==> src/rtl/mcnt_pkg.sv <==
// Package: shared address constants and decode types of the counter unit.
// Assumes a 12-bit register address split into a 7-bit page and a 5-bit slot.
package mcnt_pkg;

    localparam int ADDR_W = 12;
    localparam int IDX_W  = 5;
    localparam int PAGE_W = ADDR_W - IDX_W;

    // Pages of 32 slots each
    localparam logic [PAGE_W-1:0] PG_M_LO = 7'h58;  // 0xB00
    localparam logic [PAGE_W-1:0] PG_M_HI = 7'h5C;  // 0xB80
    localparam logic [PAGE_W-1:0] PG_U_LO = 7'h60;  // 0xC00
    localparam logic [PAGE_W-1:0] PG_U_HI = 7'h64;  // 0xC80
    localparam logic [PAGE_W-1:0] PG_EVT  = 7'h19;  // 0x320

    // Slots inside a page
    localparam logic [IDX_W-1:0] IDX_CYC       = 5'd0;
    localparam logic [IDX_W-1:0] IDX_RET       = 5'd2;
    localparam logic [IDX_W-1:0] IDX_HPM_FIRST = 5'd3;

    localparam logic [ADDR_W-1:0] ADR_INHIBIT = 12'h320;

    // Read source chosen by the decoder
    typedef enum logic [1:0] {
        SEL_NONE = 2'd0,
        SEL_LO   = 2'd1,
        SEL_HI   = 2'd2,
        SEL_ZERO = 2'd3
    } rd_sel_e;

endpackage

==> src/rtl/mcnt_decode.sv <==
// Module: address decoder of the counter unit.
// Sorts an address into count-low, count-high, fixed-zero or not-decoded.
// Write strobes are produced only for the machine-level count slots.
// Assumes XLEN is CNT_W or CNT_W/2; the high pages exist only in the second case.
module mcnt_decode
    import mcnt_pkg::*;
#(
    parameter int XLEN  = 64,
    parameter int CNT_W = 64
) (
    input  logic [ADDR_W-1:0] addr_i,
    input  logic              we_i,
    output rd_sel_e           sel_o,
    output logic              wr_lo_o,
    output logic              wr_hi_o
);

    localparam bit HAS_HI = (XLEN < CNT_W);

    logic [PAGE_W-1:0] page;
    logic [IDX_W-1:0]  idx;
    logic              idx_ctr;
    logic              idx_hpm;
    logic              pg_mlo;
    logic              pg_lo;
    logic              pg_mhi;
    logic              pg_hi;
    logic              pg_evt;

    assign page    = addr_i[ADDR_W-1:IDX_W];
    assign idx     = addr_i[IDX_W-1:0];
    assign idx_ctr = (idx == IDX_CYC) || (idx == IDX_RET);
    assign idx_hpm = (idx >= IDX_HPM_FIRST);
    assign pg_mlo  = (page == PG_M_LO);
    assign pg_lo   = pg_mlo || (page == PG_U_LO);
    assign pg_mhi  = HAS_HI && (page == PG_M_HI);
    assign pg_hi   = pg_mhi || (HAS_HI && (page == PG_U_HI));
    assign pg_evt  = (page == PG_EVT);

    // Purpose: pick the read source for the current address.
    always_comb begin
        if (pg_lo && idx_ctr) begin
            sel_o = SEL_LO;
        end else if (pg_hi && idx_ctr) begin
            sel_o = SEL_HI;
        end else if ((pg_lo || pg_hi || pg_evt) && idx_hpm) begin
            sel_o = SEL_ZERO;
        end else if (addr_i == ADR_INHIBIT) begin
            sel_o = SEL_ZERO;
        end else begin
            sel_o = SEL_NONE;
        end
    end

    // Only machine-level count slots accept writes.
    assign wr_lo_o = we_i && pg_mlo && idx_ctr;
    assign wr_hi_o = we_i && pg_mhi && idx_ctr;

endmodule

==> src/rtl/mcnt_store.sv <==
// Module: the shared count register.
// A write replaces the whole count, or one half of it when XLEN is half of
// CNT_W. A write on an edge suppresses that edge's retire increment.
// Assumes at most one of wr_lo_i and wr_hi_i is high.
module mcnt_store #(
    parameter int XLEN  = 64,
    parameter int CNT_W = 64
) (
    input  logic             clk,
    input  logic             rst_n,
    input  logic             inc_i,
    input  logic             wr_lo_i,
    input  logic             wr_hi_i,
    input  logic [XLEN-1:0]  wdata_i,
    output logic [CNT_W-1:0] cnt_o
);

    logic [CNT_W-1:0] cnt_q;
    logic [CNT_W-1:0] cnt_d;
    logic             wr_any;

    assign wr_any = wr_lo_i || wr_hi_i;

    generate
        if (XLEN >= CNT_W) begin : g_full
            // Purpose: next count for the full-width variant.
            always_comb begin
                cnt_d = cnt_q;
                if (wr_any) begin
                    cnt_d = wdata_i[CNT_W-1:0];
                end else if (inc_i) begin
                    cnt_d = cnt_q + 1'b1;
                end
            end
        end else begin : g_split
            // Purpose: next count for the half-width variant, merging one half.
            always_comb begin
                cnt_d = cnt_q;
                if (wr_any) begin
                    if (wr_lo_i) begin
                        cnt_d[XLEN-1:0] = wdata_i;
                    end
                    if (wr_hi_i) begin
                        cnt_d[CNT_W-1:XLEN] = wdata_i[CNT_W-XLEN-1:0];
                    end
                end else if (inc_i) begin
                    cnt_d = cnt_q + 1'b1;
                end
            end
        end
    endgenerate

    // Purpose: hold the count, cleared by synchronous reset.
    always_ff @(posedge clk) begin
        if (!rst_n) begin
            cnt_q <= '0;
        end else begin
            cnt_q <= cnt_d;
        end
    end

    assign cnt_o = cnt_q;

endmodule

==> src/rtl/mcnt_rdmux.sv <==
// Module: read multiplexer of the counter unit.
// Returns the low or high word of the count, zero, or zero with a miss flag.
// Purely combinational; assumes the high word is never selected when XLEN
// equals CNT_W.
module mcnt_rdmux
    import mcnt_pkg::*;
#(
    parameter int XLEN  = 64,
    parameter int CNT_W = 64
) (
    input  rd_sel_e          sel_i,
    input  logic [CNT_W-1:0] cnt_i,
    output logic [XLEN-1:0]  rdata_o,
    output logic             miss_o
);

    logic [XLEN-1:0] lo_word;
    logic [XLEN-1:0] hi_word;

    assign lo_word = cnt_i[XLEN-1:0];

    generate
        if (XLEN < CNT_W) begin : g_hi
            assign hi_word = cnt_i[CNT_W-1:XLEN];
        end else begin : g_nohi
            assign hi_word = '0;
        end
    endgenerate

    // Purpose: drive read data and miss flag from the selected source.
    always_comb begin
        rdata_o = '0;
        miss_o  = 1'b0;
        case (sel_i)
            SEL_LO:   rdata_o = lo_word;
            SEL_HI:   rdata_o = hi_word;
            SEL_ZERO: rdata_o = '0;
            default:  miss_o  = 1'b1;
        endcase
    end

endmodule

==> src/rtl/mcnt_csr_unit.sv <==
// Module: top of the retired-instruction counter register unit.
// Ties the decoder, the shared count register and the read multiplexer together.
// Assumes XLEN is 64 or 32 with a 64-bit count, and synchronous active-low reset.
module mcnt_csr_unit
    import mcnt_pkg::*;
#(
    parameter int XLEN  = 64,
    parameter int CNT_W = 64
) (
    input  logic              clk,
    input  logic              rst_n,
    input  logic              retire_i,
    input  logic [ADDR_W-1:0] csr_addr_i,
    input  logic              csr_we_i,
    input  logic [XLEN-1:0]   csr_wdata_i,
    output logic [XLEN-1:0]   csr_rdata_o,
    output logic              csr_miss_o
);

    rd_sel_e          rd_sel;
    logic             wr_lo;
    logic             wr_hi;
    logic [CNT_W-1:0] cnt_q;

    mcnt_decode #(.XLEN(XLEN), .CNT_W(CNT_W)) u_decode (
        .addr_i  (csr_addr_i),
        .we_i    (csr_we_i),
        .sel_o   (rd_sel),
        .wr_lo_o (wr_lo),
        .wr_hi_o (wr_hi)
    );

    mcnt_store #(.XLEN(XLEN), .CNT_W(CNT_W)) u_store (
        .clk     (clk),
        .rst_n   (rst_n),
        .inc_i   (retire_i),
        .wr_lo_i (wr_lo),
        .wr_hi_i (wr_hi),
        .wdata_i (csr_wdata_i),
        .cnt_o   (cnt_q)
    );

    mcnt_rdmux #(.XLEN(XLEN), .CNT_W(CNT_W)) u_rdmux (
        .sel_i   (rd_sel),
        .cnt_i   (cnt_q),
        .rdata_o (csr_rdata_o),
        .miss_o  (csr_miss_o)
    );

endmodule

==> config.mk <==
export PLATFORM = sky130hd
export DESIGN_NAME = mcnt_csr_unit
export DESIGN_NICKNAME = d
export VERILOG_FILES = /design/src/rtl/mcnt_pkg.sv /design/src/rtl/mcnt_decode.sv /design/src/rtl/mcnt_store.sv /design/src/rtl/mcnt_rdmux.sv /design/src/rtl/mcnt_csr_unit.sv
export SDC_FILE = /design/constraint.sdc
export NUM_CORES = 1
export LEC_CHECK = 0
export ABC_AREA = 1
export BUFFER_PORTS_ARGS = -buffer_cell sky130_fd_sc_hd__buf_2
export CAP_MARGIN = 20
export CORE_AREA = 5 5 125 127
export CTS_CLUSTER_SIZE = 25
export DETAILED_ROUTE_END_ITERATION = 8
export DIE_AREA = 0 0 130 132
export GPL_TIMING_DRIVEN = 0
export MAX_ROUTING_LAYER = met4
export PLACE_DENSITY = 0.62
export SLEW_MARGIN = 10
export SYNTH_ARGS = -nofsm -noshare
export SYNTH_HDL_FRONTEND = slang
export SYNTH_SLANG_ARGS = --single-unit
==> constraint.sdc <==
create_clock -name clk -period 2.1 [get_ports clk]
set_input_delay 0.21 -clock clk [delete_from_list [all_inputs] [get_ports clk]]
set_output_delay 0.21 -clock clk [all_outputs]
set_load 0.005 [all_outputs]
==> flow_metrics.tcl <==
set metrics [dict create \
    worstSetupEndpointType "flip-flop" \
    final.period_utilization 0.9670 \
    synth_area_mm2 0.005584 \
    nFillCells 1619 \
    ys_ff_latch 64 \
    critPathMaxFanout 5 \
    synthCells 1013 \
    p_per_area_mw_per_mm2 438.7 \
    grt_util_met3 0.02917 \
    clkPwrFrac 0.523 \
    grt_pass1_vias 6417 \
    skew_ns 0.007767 \
    hold_ws_ns 0.1232 \
    gr-total-overflow 0 \
    port_buffers 144 \
    ys_types 35 \
    rows 44 \
    r2r_start "u_store.cnt_o[23]$_SDFFE_PN0P_" \
    outcome "complete, no violations" \
    synth-seq-area-share 0.2294 \
    cp-start-kind "flip-flop" \
    dp.cells 1341 \
    grt_setup_unrepaired "no" \
    drtIter0Drc 563 \
    max_slew_margin 0.5388 \
    clock-sinks 64 \
    cts_hold_buf 0 \
    antenna_found_initial 0 \
    peakVddDrop_mv 0.3146 \
    syn_nets 1094 \
    diodes 0 \
    routed-via-count 7031 \
    drt-wirelength-per-cell_um 16.57 \
    io_pins 145 \
    cts_made_buffers 9 \
    r2r_cells 9 \
    finalInstanceArea_mm2 0.006889 \
    area_delta_synth_final_pct 23.37 \
    ant_nets 0 \
    htree_num_levels 3 \
    cts_tree "yes" \
    worstHoldEndpoint "u_store.cnt_o[1]$_SDFFE_PN0P_" \
    core-area_mm2 0.01431 \
    clk-insertion-delay-late_ns 0.35 \
    grt_pass1_wl_um 34470 \
    path_class "reg -> reg" \
    dieWidth_um 130 \
    leakage_nw 2.711 \
    pwr-share-comb 0.072 \
    min_from "csr_wdata_i[1]" \
    die_y_um 132 \
    largest_reg_flops 64 \
    worstMarginPinSlew_ns 0.6917 \
    nets 1252 \
    grt_max_degree 12 \
    place.gp.congestion 1.031 \
    setup_slack_ns 0.06929 \
    drc 0 \
    drv_cap 0 \
    hold_path.class "in -> reg" \
    clk_path_buf_depth 2 \
    grtUsageMet2 0.3994 \
    r2r-end "u_store.cnt_o[51]$_SDFFE_PN0P_" \
    worstPathArrival_ns 2.24 \
    intPower_mw 2.282 \
    synth_area_per_cell_um2 5.512 \
    p_seq_frac 0.405 \
    wl_um 22540 \
    dp_hpwl_um 18130 \
    finalSetupTns_ns 0 \
    p_sw_mw 0.7403 \
    grt.busiest_layer "met2" \
    period_needed_ns 2.031 \
    switching_share 0.2450 \
    multi_input_area_mm2 0.003682 \
    cts-root-buf "clkbuf_16" \
    drive_gt1_frac 0.2151 \
    seq_area_mm2 0.001282 \
    dr.pass1.iters 5 \
    start_util 0.3901 \
    finalHoldViolCount 0 \
    max_freq_mhz 492.4 \
    hold_depth 3 \
    ys.warnings.count 0 \
    setup_viol 0 \
    slew_violations 0 \
    grt_util_all_layers 0.2667 \
    place_ws_ns 0.06805 \
    dieArea_mm2 0.01716 \
    stdcell_count 1360 \
    use_met1 0.3742 \
    vias_per_cell 5.170 \
    reg2reg_slack_ns 0.07 \
    critPathRequiredTime_ns 2.31 \
    place_area_mm2 0.006535 \
    clk_pin_slew_ns 0.06 \
]
-- worst max path at each step --
stage,to,slack [ns],cells past startpoint,start
5_1_grt,u_store.cnt_o[24]$_SDFFE_PN0P_,0.02,10,u_store.cnt_o[0]$_SDFFE_PN0P_
2_1_floorplan,u_store.cnt_o[62]$_SDFFE_PN0P_,0.52,10,u_store.cnt_o[1]$_SDFFE_PN0P_
3_5_place_dp,u_store.cnt_o[50]$_SDFFE_PN0P_,0.07,10,u_store.cnt_o[1]$_SDFFE_PN0P_
4_1_cts,u_store.cnt_o[50]$_SDFFE_PN0P_,0.05,10,u_store.cnt_o[1]$_SDFFE_PN0P_
3_3_place_gp,u_store.cnt_o[50]$_SDFFE_PN0P_,0.08,10,u_store.cnt_o[1]$_SDFFE_PN0P_
6_report,u_store.cnt_o[51]$_SDFFE_PN0P_,0.07,9,u_store.cnt_o[23]$_SDFFE_PN0P_
-- logic make-up after synthesis --
group	share of synthesized area
compound gates	0.1651
xor+xnor	0.004706
fa+ha+maj	0.002240
buf+inv	0.1152
flops	0.2294
simple gates	0.4833
-- final cells by class --
| class | instances | share of cell area |
|---|---|---|
| clock inverter | 5 | 0.007991 |
| clock buffer | 11 | 0.03669 |
| inverter | 122 | 0.06647 |
| tap | 184 | 0.03342 |
| multi-input combinational | 787 | 0.5345 |
| buffer | 40 | 0.02688 |
| sequential | 64 | 0.1862 |
| timing repair buffer | 147 | 0.1079 |
-- synth_stat cells --
master	number	area, µm²
a31oi_1	12	75.07
nor2_1	207	777.0
dfxtp_1	64	1281
xnor2_1	1	8.760
nor3_1	4	20.02
nand2_2	11	68.82
nand4_1	12	75.07
buf_2	22	110.1
a21oi_1	35	175.2
clkbuf_1	17	63.81
o21ai_0	58	290.3
nand3_2	4	40.04
buf_6	1	11.26
xor2_1	2	17.52
nand3_1	63	315.3
inv_2	6	22.52
nand3b_1	2	15.01
a22oi_1	1	7.510
a21oi_2	11	96.34
o21bai_1	4	30.03
nor3b_1	1	7.510
a211oi_1	1	7.510
nand2_4	6	67.56
o21ai_1	6	30.03
nand2_1	292	1096
nor4_1	3	18.77
o211ai_1	27	202.7
clkinv_1	1	3.750
nor2_4	5	56.30
nor2_2	13	81.33
o31ai_1	1	7.510
inv_1	115	431.7
nor3_2	2	20.02
nor2_8	2	40.04
ha_1	1	12.51
-- critical path, cell delays in order, from the launching register on --
cell and delay, ns:
dfxtp_1 0.49, nand2_1 0.16, nor2_1 0.23, nand2_1 0.16, nor2_1 0.29, nand2_1 0.19
o21ai_1 0.16, nand3_1 0.09, nand2_1 0.08, a21oi_2 0.05
-- placed cells by master, fill, tap and decap left out, drive strengths merged --
cell type and n:
nand2 309, nor2 227, buf 170, inv 121, nand3 67, dfxtp 64, o21ai 64, a21oi 46
clkbuf 28, o211ai 27, nand4 12, a31oi 12, nor3 6, o21bai 4, nor4 3, clkinv 3
nand3b 2, xor2 2, clkinvlp 2, a22oi 1, o31ai 1, nor3b 1, a211oi 1, xnor2 1
ha 1, bufinv 1
-- power by group through the flow --
| stage | Clock [mW] | Combinational, mW | Sequential [mW] |
|---|---|---|---|
| global placement | 0 | 0.215 | 1.25 |
| detailed placement | 0 | 0.216 | 1.25 |
| finish | 1.58 | 0.218 | 1.22 |
| CTS | 1.60 | 0.217 | 1.22 |
| floorplan | 0 | 0.0945 | 1.25 |
| global route | 1.64 | 0.239 | 1.22 |
-- stage by stage --
stage / power [mW] / util
5_1_grt: 3.101 / 0.4813
3_3_place_gp: 1.466 / 0.4566
6_report: 3.022 / 0.4813
4_1_cts: 3.039 / 0.4781
2_1_floorplan: 1.344 / -
3_5_place_dp: 1.467 / 0.4566
-- repair_timing --
| action | CTS | global route |
|---|---|---|
| hold endpoints to repair | 0 | 0 |
| buffers inserted | 0 | 3 |
| gates resized for setup | 0 | 8 |
| setup endpoints to repair | 0 | 12 |
-- routing by layer --
metal,vias to the layer above,wire length [µm]
met5,-,0
met4,0,514
met3,40,1642
met2,324,9986
met1,3130,10390
li1,3537,-
No activity file was read; power rests on OpenSTA's default activity.
